==> config.mk <==
export PLATFORM = sky130hd
export DESIGN_NAME = adbus_slave
export DESIGN_NICKNAME = d
export VERILOG_FILES = /design/src/rtl/adbus_pkg.sv /design/src/rtl/adbus_sync.sv /design/src/rtl/adbus_ctrl.sv /design/src/rtl/adbus_dp.sv /design/src/rtl/adbus_slave.sv
export SDC_FILE = /design/constraint.sdc
export NUM_CORES = 2
export LEC_CHECK = 0
export BUFFER_PORTS_ARGS = -buffer_cell sky130_fd_sc_hd__buf_4
export CAP_MARGIN = 20
export CORE_UTILIZATION = 40
export CTS_BUF_LIST = sky130_fd_sc_hd__clkbuf_8
export CTS_CLUSTER_SIZE = 10
export DETAILED_ROUTE_END_ITERATION = 8
export PLACE_DENSITY = 0.63
export SYNTH_ARGS = -nofsm -noshare
export SYNTH_HDL_FRONTEND = slang
export SYNTH_HIERARCHICAL = 1
export SYNTH_SLANG_ARGS = --single-unit
export TNS_END_PERCENT = 20
==> constraint.sdc <==
create_clock -name clk -period 2.75 [get_ports clk]
set_input_delay 0.275 -clock clk [delete_from_list [all_inputs] [get_ports clk]]
set_output_delay 0.275 -clock clk [all_outputs]
set_load 0.01 [all_outputs]
==> src/rtl/adbus_pkg.sv <==
package adbus_pkg;
  localparam int BUS_W = 8;

  // control -> datapath strobes
  typedef struct packed {
    logic             aleAct;
    logic             csAct;
    logic             rdAct;
    logic             wrAct;
    logic             rdEn;
    logic             wrCommit;
    logic [BUS_W-1:0] wrAddr;
    logic [BUS_W-1:0] wrData;
    logic [BUS_W-1:0] rdAddr;
  } strobe_t;

  function automatic logic [BUS_W-1:0] roValue(input int idx);
    logic [BUS_W-1:0] v;
    v = BUS_W'(idx);
    return v | BUS_W'(8'hC0);
  endfunction
endpackage

==> src/rtl/adbus_sync.sv <==
module adbus_sync #(
  parameter int W = 1,
  parameter int STAGES = 2,
  parameter logic [W-1:0] RESET_VAL = '0
) (
  input  logic         clk,
  input  logic         rst_n,
  input  logic [W-1:0] d,
  output logic [W-1:0] q
);
  logic [W-1:0] stage [STAGES];

  always_ff @(posedge clk) begin
    if (!rst_n) begin
      for (int i = 0; i < STAGES; i++) stage[i] <= RESET_VAL;
    end else begin
      stage[0] <= d;
      for (int i = 1; i < STAGES; i++) stage[i] <= stage[i-1];
    end
  end

  assign q = stage[STAGES-1];
endmodule

==> src/rtl/adbus_ctrl.sv <==
module adbus_ctrl
  import adbus_pkg::*;
#(
  parameter int SYNC_STAGES = 2
) (
  input  logic             clk,
  input  logic             rst_n,
  input  logic [BUS_W-1:0] busIn,
  input  logic             aleIn,
  input  logic             csN,
  input  logic             rdN,
  input  logic             wrN,
  input  logic             powerFail,
  output strobe_t          strb
);
  logic [3:0]       ctlRaw;
  logic [3:0]       ctlSync;
  logic [BUS_W-1:0] busSync;
  logic aleS, csS, rdS, wrS;
  logic aleD, wrD;
  logic [BUS_W-1:0] addrHold, addrLatched, dataHold;
  logic [BUS_W-1:0] commitAddr, commitData;
  logic wrGood, commit;
  logic aleFall, wrStart, wrEnd;

  assign ctlRaw = {aleIn, ~csN, ~rdN, ~wrN};

  adbus_sync #(.W(4), .STAGES(SYNC_STAGES), .RESET_VAL(4'b0000)) ctlSync_i (
    .clk(clk), .rst_n(rst_n), .d(ctlRaw), .q(ctlSync)
  );

  adbus_sync #(.W(BUS_W), .STAGES(SYNC_STAGES), .RESET_VAL('0)) busSync_i (
    .clk(clk), .rst_n(rst_n), .d(busIn), .q(busSync)
  );

  assign {aleS, csS, rdS, wrS} = ctlSync;
  assign aleFall = aleD && !aleS;
  assign wrStart = wrS && !wrD;
  assign wrEnd   = !wrS && wrD;

  always_ff @(posedge clk) begin
    if (!rst_n) begin
      aleD        <= 1'b0;
      wrD         <= 1'b0;
      addrHold    <= '0;
      addrLatched <= '0;
      dataHold    <= '0;
      wrGood      <= 1'b0;
      commit      <= 1'b0;
      commitAddr  <= '0;
      commitData  <= '0;
    end else begin
      aleD <= aleS;
      wrD  <= wrS;
      if (aleS) addrHold <= busSync;
      if (aleFall) addrLatched <= addrHold;
      if (wrS) dataHold <= busSync;
      if (wrStart) wrGood <= csS && !powerFail;
      else if (wrS && (!csS || powerFail)) wrGood <= 1'b0;
      else if (wrEnd) wrGood <= 1'b0;
      commit     <= wrEnd && wrGood && csS && !powerFail;
      commitAddr <= addrLatched;
      commitData <= dataHold;
    end
  end

  always_comb begin
    strb.aleAct   = aleS;
    strb.csAct    = csS;
    strb.rdAct    = rdS;
    strb.wrAct    = wrS;
    strb.rdEn     = csS && rdS && !powerFail;
    strb.wrCommit = commit;
    strb.wrAddr   = commitAddr;
    strb.wrData   = commitData;
    strb.rdAddr   = addrLatched;
  end
endmodule

==> src/rtl/adbus_dp.sv <==
module adbus_dp
  import adbus_pkg::*;
#(
  parameter int DEPTH = 128,
  parameter int RO_COUNT = 4
) (
  input  logic             clk,
  input  logic             rst_n,
  input  strobe_t          strb,
  output logic [BUS_W-1:0] rdData
);
  localparam int ADDR_W = $clog2(DEPTH);

  logic [BUS_W-1:0] cellQ [DEPTH];

  for (genvar i = 0; i < DEPTH; i++) begin : g_cell
    if (i < RO_COUNT) begin : g_ro
      assign cellQ[i] = roValue(i);
    end else begin : g_rw
      logic [BUS_W-1:0] q;
      always_ff @(posedge clk) begin
        if (!rst_n) q <= '0;
        else if (strb.wrCommit && (int'(strb.wrAddr) == i)) q <= strb.wrData;
      end
      assign cellQ[i] = q;
    end
  end

  always_comb begin
    if (int'(strb.rdAddr) < DEPTH) rdData = cellQ[strb.rdAddr[ADDR_W-1:0]];
    else rdData = '0;
  end
endmodule

==> src/rtl/adbus_slave.sv <==
module adbus_slave
  import adbus_pkg::*;
#(
  parameter int DEPTH = 128,
  parameter int RO_COUNT = 4,
  parameter int SYNC_STAGES = 2
) (
  input  logic             clk,
  input  logic             rst_n,
  input  logic [BUS_W-1:0] busIn,
  output logic [BUS_W-1:0] busOut,
  output logic             busOe,
  input  logic             aleIn,
  input  logic             csN,
  input  logic             rdN,
  input  logic             wrN,
  input  logic             powerFail
);
  strobe_t          strb;
  logic [BUS_W-1:0] rdData;

  adbus_ctrl #(.SYNC_STAGES(SYNC_STAGES)) ctrl_i (
    .clk(clk), .rst_n(rst_n), .busIn(busIn), .aleIn(aleIn), .csN(csN),
    .rdN(rdN), .wrN(wrN), .powerFail(powerFail), .strb(strb)
  );

  adbus_dp #(.DEPTH(DEPTH), .RO_COUNT(RO_COUNT)) dp_i (
    .clk(clk), .rst_n(rst_n), .strb(strb), .rdData(rdData)
  );

  assign busOe  = strb.rdEn;
  assign busOut = busOe ? rdData : '0;
endmodule

Word level (Yosys, flattened, before mapping)
Memories as Yosys holds them, arrays and structs flattened.
Index checks and enable logic that the tools add are counted.
Word-level totals
  bits in registers: 1036
  bits in writable memories: 24
  input bits: 15
  output and inout bits: 9
  memories kept: 2
Memories
  ctrl_i.busSync_i.stage: words 2, bits a word 8, read ports 2, clocked after Yosys merged registers in 0, wr ports 2, line adbus_sync.sv:11  | logic [W-1:0] stage [STAGES];
  ctrl_i.ctlSync_i.stage: words 2, bits a word 4, read ports 2, clocked after Yosys merged registers in 0, wr ports 2, line adbus_sync.sv:11
Cells by class
  $lt $le $gt $ge: 2
  equality and inequality tests: 124
  mux-type cells: 14
  bitwise operators: 8
  reduce and logical (&&, ||, !) cells: 141
Operators by type and width (count)
  equality test 8 bit, second input constant: 64
  equality test 8 x 7 -> 1 bit, second input constant: 32
  logical AND 1 bit: 134
  equality test 8 x 6 -> 1 bit, second input constant: 16
  equality test 8 x 5 -> 1 bit, second input constant: 8
  binary-select mux 8 bit (select 7 bit): 1
  2-to-1 mux 8 bit: 6
  equality test 8 x 4 -> 1 bit, second input constant: 4
  greater-or-equal comparator 8 bit, second input constant: 1
  < comparator 8 bit, second input constant: 1
  2-to-1 mux 4 bit: 2
  NOT 7 -> 8 bit: 1
  logical NOT 1 bit: 5
  2-to-1 mux 1 bit: 5
  OR 1 bit: 4
  NOT 1 bit: 3
  nonzero test 3 bit: 1
  logical OR 1 bit: 1

Depth between registers and ports, before layout
  word-level depth: 6
  depth in mapped cells: 11

Modules after synthesis
Netlist, hierarchy kept.
By module, submodules not included
  adbus_dp: instances 1, cells an instance 5200, area each 47423.0 um^2
  adbus_ctrl: instances 1, cells an instance 144, area each 1515.2 um^2
  adbus_sync (ctrl_i.busSync_i): instances 1, cells an instance 41, area each 506.7 um^2
  adbus_sync (ctrl_i.ctlSync_i): instances 1, cells an instance 20, area each 240.2 um^2
  adbus_slave: instances 1, cells an instance 8, area each 50.0 um^2

Least setup slack after synthesis
Ideal clock, no wire load.
  path type: reg2out
  start: register ctrl_i.addrLatched[1]
  end: output busOut[3]
  data arrival time: 2.003 ns
  path slack: 0.472 ns
  stages on the path, launching flop included: 11
  path buffers: 4
  cells stage by stage: dfxtp_1 buf_6 buf_8 buf_2 buf_2 mux4_2 a31oi_1 o21ai_0 a32oi_1 o22ai_1 and2_1
On the way
  word-level cells in the longest chain between the ends: 6
  elaborated cells on any way between the ends: 7
  those cells by class: 1 x order compare; 5 x mux; 1 x bitwise
Ends and longest elaborated chain
  start: declaration: line adbus_ctrl.sv:21  | logic [BUS_W-1:0] addrHold, addrLatched, dataHold;
  start signal: assignment: line adbus_ctrl.sv:56  | if (aleFall) addrLatched <= addrHold;
  NOT 7 -> 8 bit (implied by the code): line adbus_dp.sv:30  | if (int'(strb.rdAddr) < DEPTH) rdData = cellQ[strb.rdAddr[ADDR_W-1:0]];
  binary-select mux 8 bit (select 7 bit): line adbus_dp.sv:30
  2-to-1 mux 8 bit (implied by the code) (2 in series): line adbus_dp.sv:30
  2-to-1 mux 8 bit *: line adbus_dp.sv:30
  via rdData[3]: line adbus_slave.sv:20  | logic [BUS_W-1:0] rdData;
  2-to-1 mux 8 bit *: line adbus_slave.sv:32  | assign busOut = busOe ? rdData : '0;
  end: declaration: line adbus_slave.sv:11  | output logic [BUS_W-1:0] busOut,
The timed path passes the listed nets; every way through them passes the cells marked *. The select of a mux whose other input is x is not followed.

Final worst setup path
  start: register ctrl_i.addrLatched[0]
  end: output busOut[3]
Same word-level chain as after synthesis.

==> impl_results.html <==
<table>
<tr><th>Metric</th><th>Value</th></tr>
<tr><th colspan="2">STA</th></tr>
<tr><td>Relative slew slack</td><td>between 40 and 50%</td></tr>
<tr><td>Transition time of the tightest slew-check pin</td><td>roughly 0.86 ns</td></tr>
<tr><td>Post-layout minimum cycle time</td><td>around 3.8 ns</td></tr>
<tr><td>Fin Setup TNS</td><td>-8.34 ns</td></tr>
<tr><td>Worst path setup slack after routing</td><td>-1.07 ns</td></tr>
<tr><td>Worst-case hold slack</td><td>approximately 0.19 ns</td></tr>
<tr><td>Final Hold Fails</td><td>0</td></tr>
<tr><td>Period utilization</td><td>139%</td></tr>
<tr><td>Clk_skew</td><td>0.0419 ns</td></tr>
<tr><td>Max Freq</td><td>between 0.2 and 0.3 GHz</td></tr>
<tr><td>Count of final setup violators</td><td>8</td></tr>
<tr><td>Unrepaired setup endpoints after global routing</td><td>yes</td></tr>
<tr><td>Number of max-slew violations in the final report</td><td>0</td></tr>
<tr><th colspan="2">Floorplan</th></tr>
<tr><td>Standard cell core area</td><td>between 100,000 and 150,000 sq um</td></tr>
<tr><td>Initial standard-cell utilization of the core</td><td>approximately two fifths</td></tr>
<tr><td>Die outline height</td><td>about 350 um</td></tr>
<tr><td>X dimension of the die</td><td>roughly 350 um</td></tr>
<tr><td>Top-level port count</td><td>24</td></tr>
<tr><td># rows</td><td>roughly 130</td></tr>
<tr><td>Area enclosed by the die boundary</td><td>about 130,000 sq um</td></tr>
<tr><th colspan="2">Worst setup path</th></tr>
<tr><td>Reg-to-reg endpoint</td><td>dp_i/g_cell[79].g_rw.q[0]$_SDFFE_PN0P_</td></tr>
<tr><td>Setup crit start</td><td>ctrl_i/addrLatched[0]$_SDFFE_PN0P_</td></tr>
<tr><td>Critical path type</td><td>flop to output port</td></tr>
<tr><td>Instance count on the critical path</td><td>10</td></tr>
<tr><td>Required @ worst endpoint</td><td>2.48 ns</td></tr>
<tr><td>Maximum fanout along the worst path</td><td>9</td></tr>
<tr><td>Worst r2r path cells</td><td>8</td></tr>
<tr><td>Kind of launch point of the worst setup path</td><td>flop</td></tr>
<tr><td>Kind of end point of the critical path</td><td>output port</td></tr>
<tr><td>Reg-to-Reg Start</td><td>ctrl_i/commit$_SDFF_PN0_</td></tr>
<tr><td>Crit path arrival time</td><td>3.55 ns</td></tr>
<tr><td>Worst-path cell chain</td><td>buf_12, buf_12, buf_12, mux4_2, mux2i_1, a311oi_1, a32oi_1, o22ai_1, and2_4, buf_4</td></tr>
<tr><td>End of the critical path</td><td>busOut[3]</td></tr>
<tr><td>Critical-path top delay cell</td><td>sky130_fd_sc_hd__a311oi_1</td></tr>
<tr><td>CP Buf/Inv Count</td><td>4</td></tr>
<tr><td>Reg-to-reg slack, setup</td><td>about 0.090 ns</td></tr>
<tr><td>Maximum single-stage delay on the critical path</td><td>0.62 ns</td></tr>
<tr><td>Crit-path leading delay family</td><td>compound AO/OA/AOI/OAI gates</td></tr>
<tr><td>Most common cell on crit path</td><td>sky130_fd_sc_hd__buf_12</td></tr>
<tr><th colspan="2">Final layout</th></tr>
<tr><td>Net count, final</td><td>5,499</td></tr>
<tr><td>Non-filler cells in the finished layout</td><td>about 7,300</td></tr>
<tr><td>Post-synthesis to final-layout area growth</td><td>16.8%</td></tr>
<tr><td>Commonest non-fill, non-tap cell in the layout</td><td>sky130_fd_sc_hd__dfxtp_1</td></tr>
<tr><td>Layout Cell Area excl Fill</td><td>58,100 sq um</td></tr>
<tr><td>Highest-count cells in the layout ignoring fill and taps</td><td>1,048 x sky130_fd_sc_hd__dfxtp_1, 898 x sky130_fd_sc_hd__nand2_1, 736 x sky130_fd_sc_hd__a21boi_0</td></tr>
<tr><td>Fraction of layout cells with a size suffix above 1</td><td>18.0%</td></tr>
<tr><th colspan="2">Clocking</th></tr>
<tr><td>Number of H-tree levels</td><td>4</td></tr>
<tr><td>CTS Root Buffer Type</td><td>sky130_fd_sc_hd__clkbuf_8</td></tr>
<tr><td>Clock Sink Count</td><td>roughly 1,100</td></tr>
<tr><td>TritonCTS clock tree</td><td>built</td></tr>
<tr><td>Clock Path Buffers</td><td>3</td></tr>
<tr><td>Total clock buffers created by CTS</td><td>approximately 180</td></tr>
<tr><td>Clock-pin slew on the worst setup and hold paths</td><td>~0.06 ns</td></tr>
<tr><td>Source-to-sink clock delay at the later pin of the worst-skew pair</td><td>between 0.8 and 0.9 ns</td></tr>
<tr><th colspan="2">Place</th></tr>
<tr><td>Number of placed cells counting well taps</td><td>6,888</td></tr>
<tr><td>Final GP Congestion</td><td>0.892</td></tr>
<tr><td>PortBufs</td><td>23</td></tr>
<tr><td>Half-perimeter wire length after detailed placement</td><td>roughly 100,000 um</td></tr>
<tr><td>Post-detailed-placement cell area</td><td>52,900 sq um</td></tr>
<tr><th colspan="2">Power</th></tr>
<tr><td>Switching power summed over all nets</td><td>around 0.0075 W</td></tr>
<tr><td>Max VDD drop</td><td>0.000471 V</td></tr>
<tr><td>Total chip power</td><td>around 0.031 W</td></tr>
<tr><td>Part of the power in registers</td><td>49.1%</td></tr>
<tr><td>Switching part of the total</td><td>between 20% and 30%</td></tr>
<tr><td>Combinational cell fraction of total power</td><td>4.5%</td></tr>
<tr><td>Internal Power</td><td>roughly 0.024 W</td></tr>
<tr><td>Clock network fraction of design power</td><td>between 40% and 50%</td></tr>
<tr><td>Power density cells</td><td>approximately 540 nW/um^2</td></tr>
<tr><td>Total leakage power</td><td>18.3 nW</td></tr>
<tr><th colspan="2">Global routing</th></tr>
<tr><td>Global-route wire length before repair</td><td>245,000 um</td></tr>
<tr><td>Global router's overall resource usage</td><td>between 20% and 30%</td></tr>
<tr><td>Total overflow reported by the global router</td><td>0</td></tr>
<tr><td>Vias in the first global route</td><td>about 40,000</td></tr>
<tr><td>Initial antenna violation count</td><td>2</td></tr>
<tr><td>Pin count of the biggest net entering global routing</td><td>roughly 150</td></tr>
<tr><th colspan="2">Logic synthesis</th></tr>
<tr><td>Flip-flop cell with the highest count after synthesis</td><td>sky130_fd_sc_hd__dfxtp_1</td></tr>
<tr><td>Largest family of logic cells by synthesized area</td><td>compound AO/OA/AOI/OAI gates</td></tr>
<tr><td>Mapped Cells</td><td>~5,400</td></tr>
<tr><td>Yosys warnings</td><td>6</td></tr>
<tr><td>Fraction of the mapped netlist area in compound gates</td><td>a little over a fifth</td></tr>
<tr><td>Mean instance size in the synthesized netlist</td><td>roughly 9.2 sq um</td></tr>
<tr><td>Portion of netlist area occupied by mux cells</td><td>approximately 15%</td></tr>
<tr><td>Async set or reset register ratio after synthesis</td><td>0%</td></tr>
<tr><td>Post-synthesis xor/xnor area fraction</td><td>0%</td></tr>
<tr><td>Sequential cell area fraction in the yosys report</td><td>roughly 43%</td></tr>
<tr><td>Syn Nets</td><td>~5,400</td></tr>
<tr><td>Synthesized-area fraction occupied by adder cells</td><td>less than 1%</td></tr>
<tr><td>EDFF count, synth</td><td>0</td></tr>
<tr><td>Number of distinct standard cells referenced by the synthesized netlist</td><td>71</td></tr>
<tr><td>Number of flip-flops and latches in the synthesized netlist</td><td>1,060</td></tr>
<tr><td>Synth Area in Simple Gates</td><td>15.7%</td></tr>
<tr><td>Area of the mapped netlist</td><td>~50,000 sq um</td></tr>
<tr><th colspan="2">Route</th></tr>
<tr><td>Aggregate routed wire length</td><td>around 160,000 um</td></tr>
<tr><td>Number of vias per cell</td><td>5.72</td></tr>
<tr><td>DRC errors left</td><td>0</td></tr>
<tr><td>DR WL/cell</td><td>around 22 um</td></tr>
<tr><td>Initial DRC Count</td><td>around 4,300</td></tr>
<tr><td>Post-route ant nets</td><td>0</td></tr>
<tr><td>Number of optimization iterations in the first detailed-route pass</td><td>6</td></tr>
<tr><td>Total number of vias</td><td>around 41,000</td></tr>
<tr><th colspan="2">Status</th></tr>
<tr><td>Status</td><td>finished, violations left</td></tr>
<tr><td>Violations in the final reports</td><td>negative setup slack</td></tr>
<tr><th colspan="2">Hold path</th></tr>
<tr><td>Worst Hold Class</td><td>input pin to flop</td></tr>
<tr><th colspan="2">Job</th></tr>
<tr><td>Max Cap Viol</td><td>0</td></tr>
</table>
-- cell families (layout without fill, tap and decap cells) --
logic type | after synthesis | after routing
AOI/OAI and AO/OA | 1544 | 1544
and+or+nand+nor | 1695 | 1695
adders and majority gates | 2 | 2
other | 0 | 1
muxes | 547 | 547
buffers and inverters | 565 | 774
DFF | 1060 | 1060
-- synthesized netlist by cell type (4+ instances only) --
| cell | number | area (sq um) |
|---|---|---|
| sky130_fd_sc_hd__and2_2 | 13 | 97.6 |
| sky130_fd_sc_hd__o221ai_1 | 27 | 236 |
| sky130_fd_sc_hd__mux2_2 | 11 | 124 |
| sky130_fd_sc_hd__nor2_1 | 78 | 293 |
| sky130_fd_sc_hd__nor3_1 | 4 | 20.0 |
| sky130_fd_sc_hd__mux2i_1 | 396 | 3960 |
| sky130_fd_sc_hd__nor2_4 | 14 | 158 |
| sky130_fd_sc_hd__nand2_1 | 906 | 3400 |
| sky130_fd_sc_hd__nand2_2 | 9 | 56.3 |
| sky130_fd_sc_hd__mux4_2 | 92 | 2070 |
| sky130_fd_sc_hd__a211o_1 | 6 | 52.6 |
| sky130_fd_sc_hd__a21oi_1 | 49 | 245 |
| sky130_fd_sc_hd__o21ai_1 | 22 | 110 |
| sky130_fd_sc_hd__nand3_1 | 393 | 1970 |
| sky130_fd_sc_hd__a21boi_0 | 736 | 5530 |
| sky130_fd_sc_hd__buf_12 | 25 | 500 |
| sky130_fd_sc_hd__inv_1 | 16 | 60.1 |
| sky130_fd_sc_hd__a21boi_1 | 88 | 661 |
| sky130_fd_sc_hd__and2_1 | 37 | 231 |
| sky130_fd_sc_hd__buf_6 | 11 | 124 |
| sky130_fd_sc_hd__clkbuf_1 | 404 | 1520 |
| sky130_fd_sc_hd__mux4_1 | 48 | 1260 |
| sky130_fd_sc_hd__nor2b_1 | 195 | 1220 |
| sky130_fd_sc_hd__o22ai_1 | 38 | 238 |
| sky130_fd_sc_hd__buf_4 | 23 | 173 |
| sky130_fd_sc_hd__buf_8 | 6 | 90.1 |
| sky130_fd_sc_hd__buf_2 | 62 | 310 |
| sky130_fd_sc_hd__buf_1 | 11 | 41.3 |
| sky130_fd_sc_hd__a221oi_1 | 57 | 499 |
| sky130_fd_sc_hd__a22oi_1 | 5 | 37.5 |
| sky130_fd_sc_hd__nand2b_1 | 7 | 43.8 |
| sky130_fd_sc_hd__nor2_2 | 17 | 106 |
| sky130_fd_sc_hd__o21ai_0 | 459 | 2300 |
| sky130_fd_sc_hd__and3_1 | 4 | 25.0 |
| sky130_fd_sc_hd__a211oi_1 | 28 | 210 |
| sky130_fd_sc_hd__dfxtp_1 | 1060 | 21200 |
-- power by group through the flow --
| stage | logic [W] | registers [W] | clock network [W] |
|---|---|---|---|
| after global routing | 0.00146 | 0.0154 | 0.0155 |
| after CTS | 0.00134 | 0.0154 | 0.0148 |
| final | 0.00142 | 0.0154 | 0.0145 |
| after floorplan | 0.000839 | 0.0157 | 0 |
| after global placement | 0.00124 | 0.0157 | 0 |
| after detailed placement | 0.00124 | 0.0157 | 0 |
-- sequential cells by signal, summed over array words and instances, names as in the netlist --
name	flops
ctrl_i/dataHold	8
dp_i/g_cell.g_rw.q	992
ctrl_i/commitAddr	8
ctrl_i/wrD	1
ctrl_i/commitData	8
ctrl_i/addrHold	8
ctrl_i/ctlSync_i/stage	8
ctrl_i/aleD	1
ctrl_i/addrLatched	8
ctrl_i/busSync_i/stage	16
ctrl_i/wrGood	1
ctrl_i/commit	1
-- what timing repair did --
action | 4_1_cts | 5_1_grt
hold buffers | 16 | 0
cloned | 4 | 3
hold endpoints to repair | 58 | 0
buffers inserted | 14 | 12
pin swaps | 16 | 30
resized for setup | 118 | 79
setup endpoints to repair | 8 | 10
-- how the worst min path moves through the flow --
| stage | startpoint | cells after the start | to |
|---|---|---|---|
| after global routing | aleIn | 3 | ctrl_i/ctlSync_i/stage[0][3]$_SDFF_PN0_ |
| after detailed placement | ctrl_i/ctlSync_i/stage[0][2]$_SDFF_PN0_ | 1 | ctrl_i/ctlSync_i/stage[0][6]$_SDFF_PN0_ |
| after CTS | aleIn | 3 | ctrl_i/ctlSync_i/stage[0][3]$_SDFF_PN0_ |
| final | aleIn | 3 | ctrl_i/ctlSync_i/stage[0][3]$_SDFF_PN0_ |
| after floorplan | rst_n | 1 | ctrl_i/ctlSync_i/stage[0][0]$_SDFF_PN0_ |
| after global placement | ctrl_i/ctlSync_i/stage[0][2]$_SDFF_PN0_ | 1 | ctrl_i/ctlSync_i/stage[0][6]$_SDFF_PN0_ |
-- area by class of cell --
class	count	area [sq um]
antenna	1	2.50
clock buffer	228	3140
clock inverter	95	556
fill	11500	65400
inverter	19	71.3
multi-input combinational	3788	26500
sequential	1060	21300
tap	1637	2050
timing repair buffer	432	4510
-- worst register-to-register path: cells and delay by family (launching register included) --
kind            cells  cell delay, ns
compound gates      1            0.16
buf+inv             3            0.81
flops               1            0.59
simple gates        4            1.06
-- routing by layer --
layer	track usage (%)	routed length [um]	up-vias
met5	0	0	-
met4	10.2	5220	0
met3	4.67	12700	301
met2	37.8	71900	1642
met1	34.5	71000	20400
li1	-	-	19200
-- through the flow --
| step | utilization [%] | worst slack (ns) |
|---|---|---|
| 2_1_floorplan | - | 0.472 |
| 3_3_place_gp | 42.9 | -0.766 |
| 6_report | 47.1 | -1.07 |
| 5_1_grt | 47.1 | -1.11 |
| 4_1_cts | 46.6 | -1.11 |
| 3_5_place_dp | 42.9 | -0.655 |
Power figures use the tool's default switching activity.
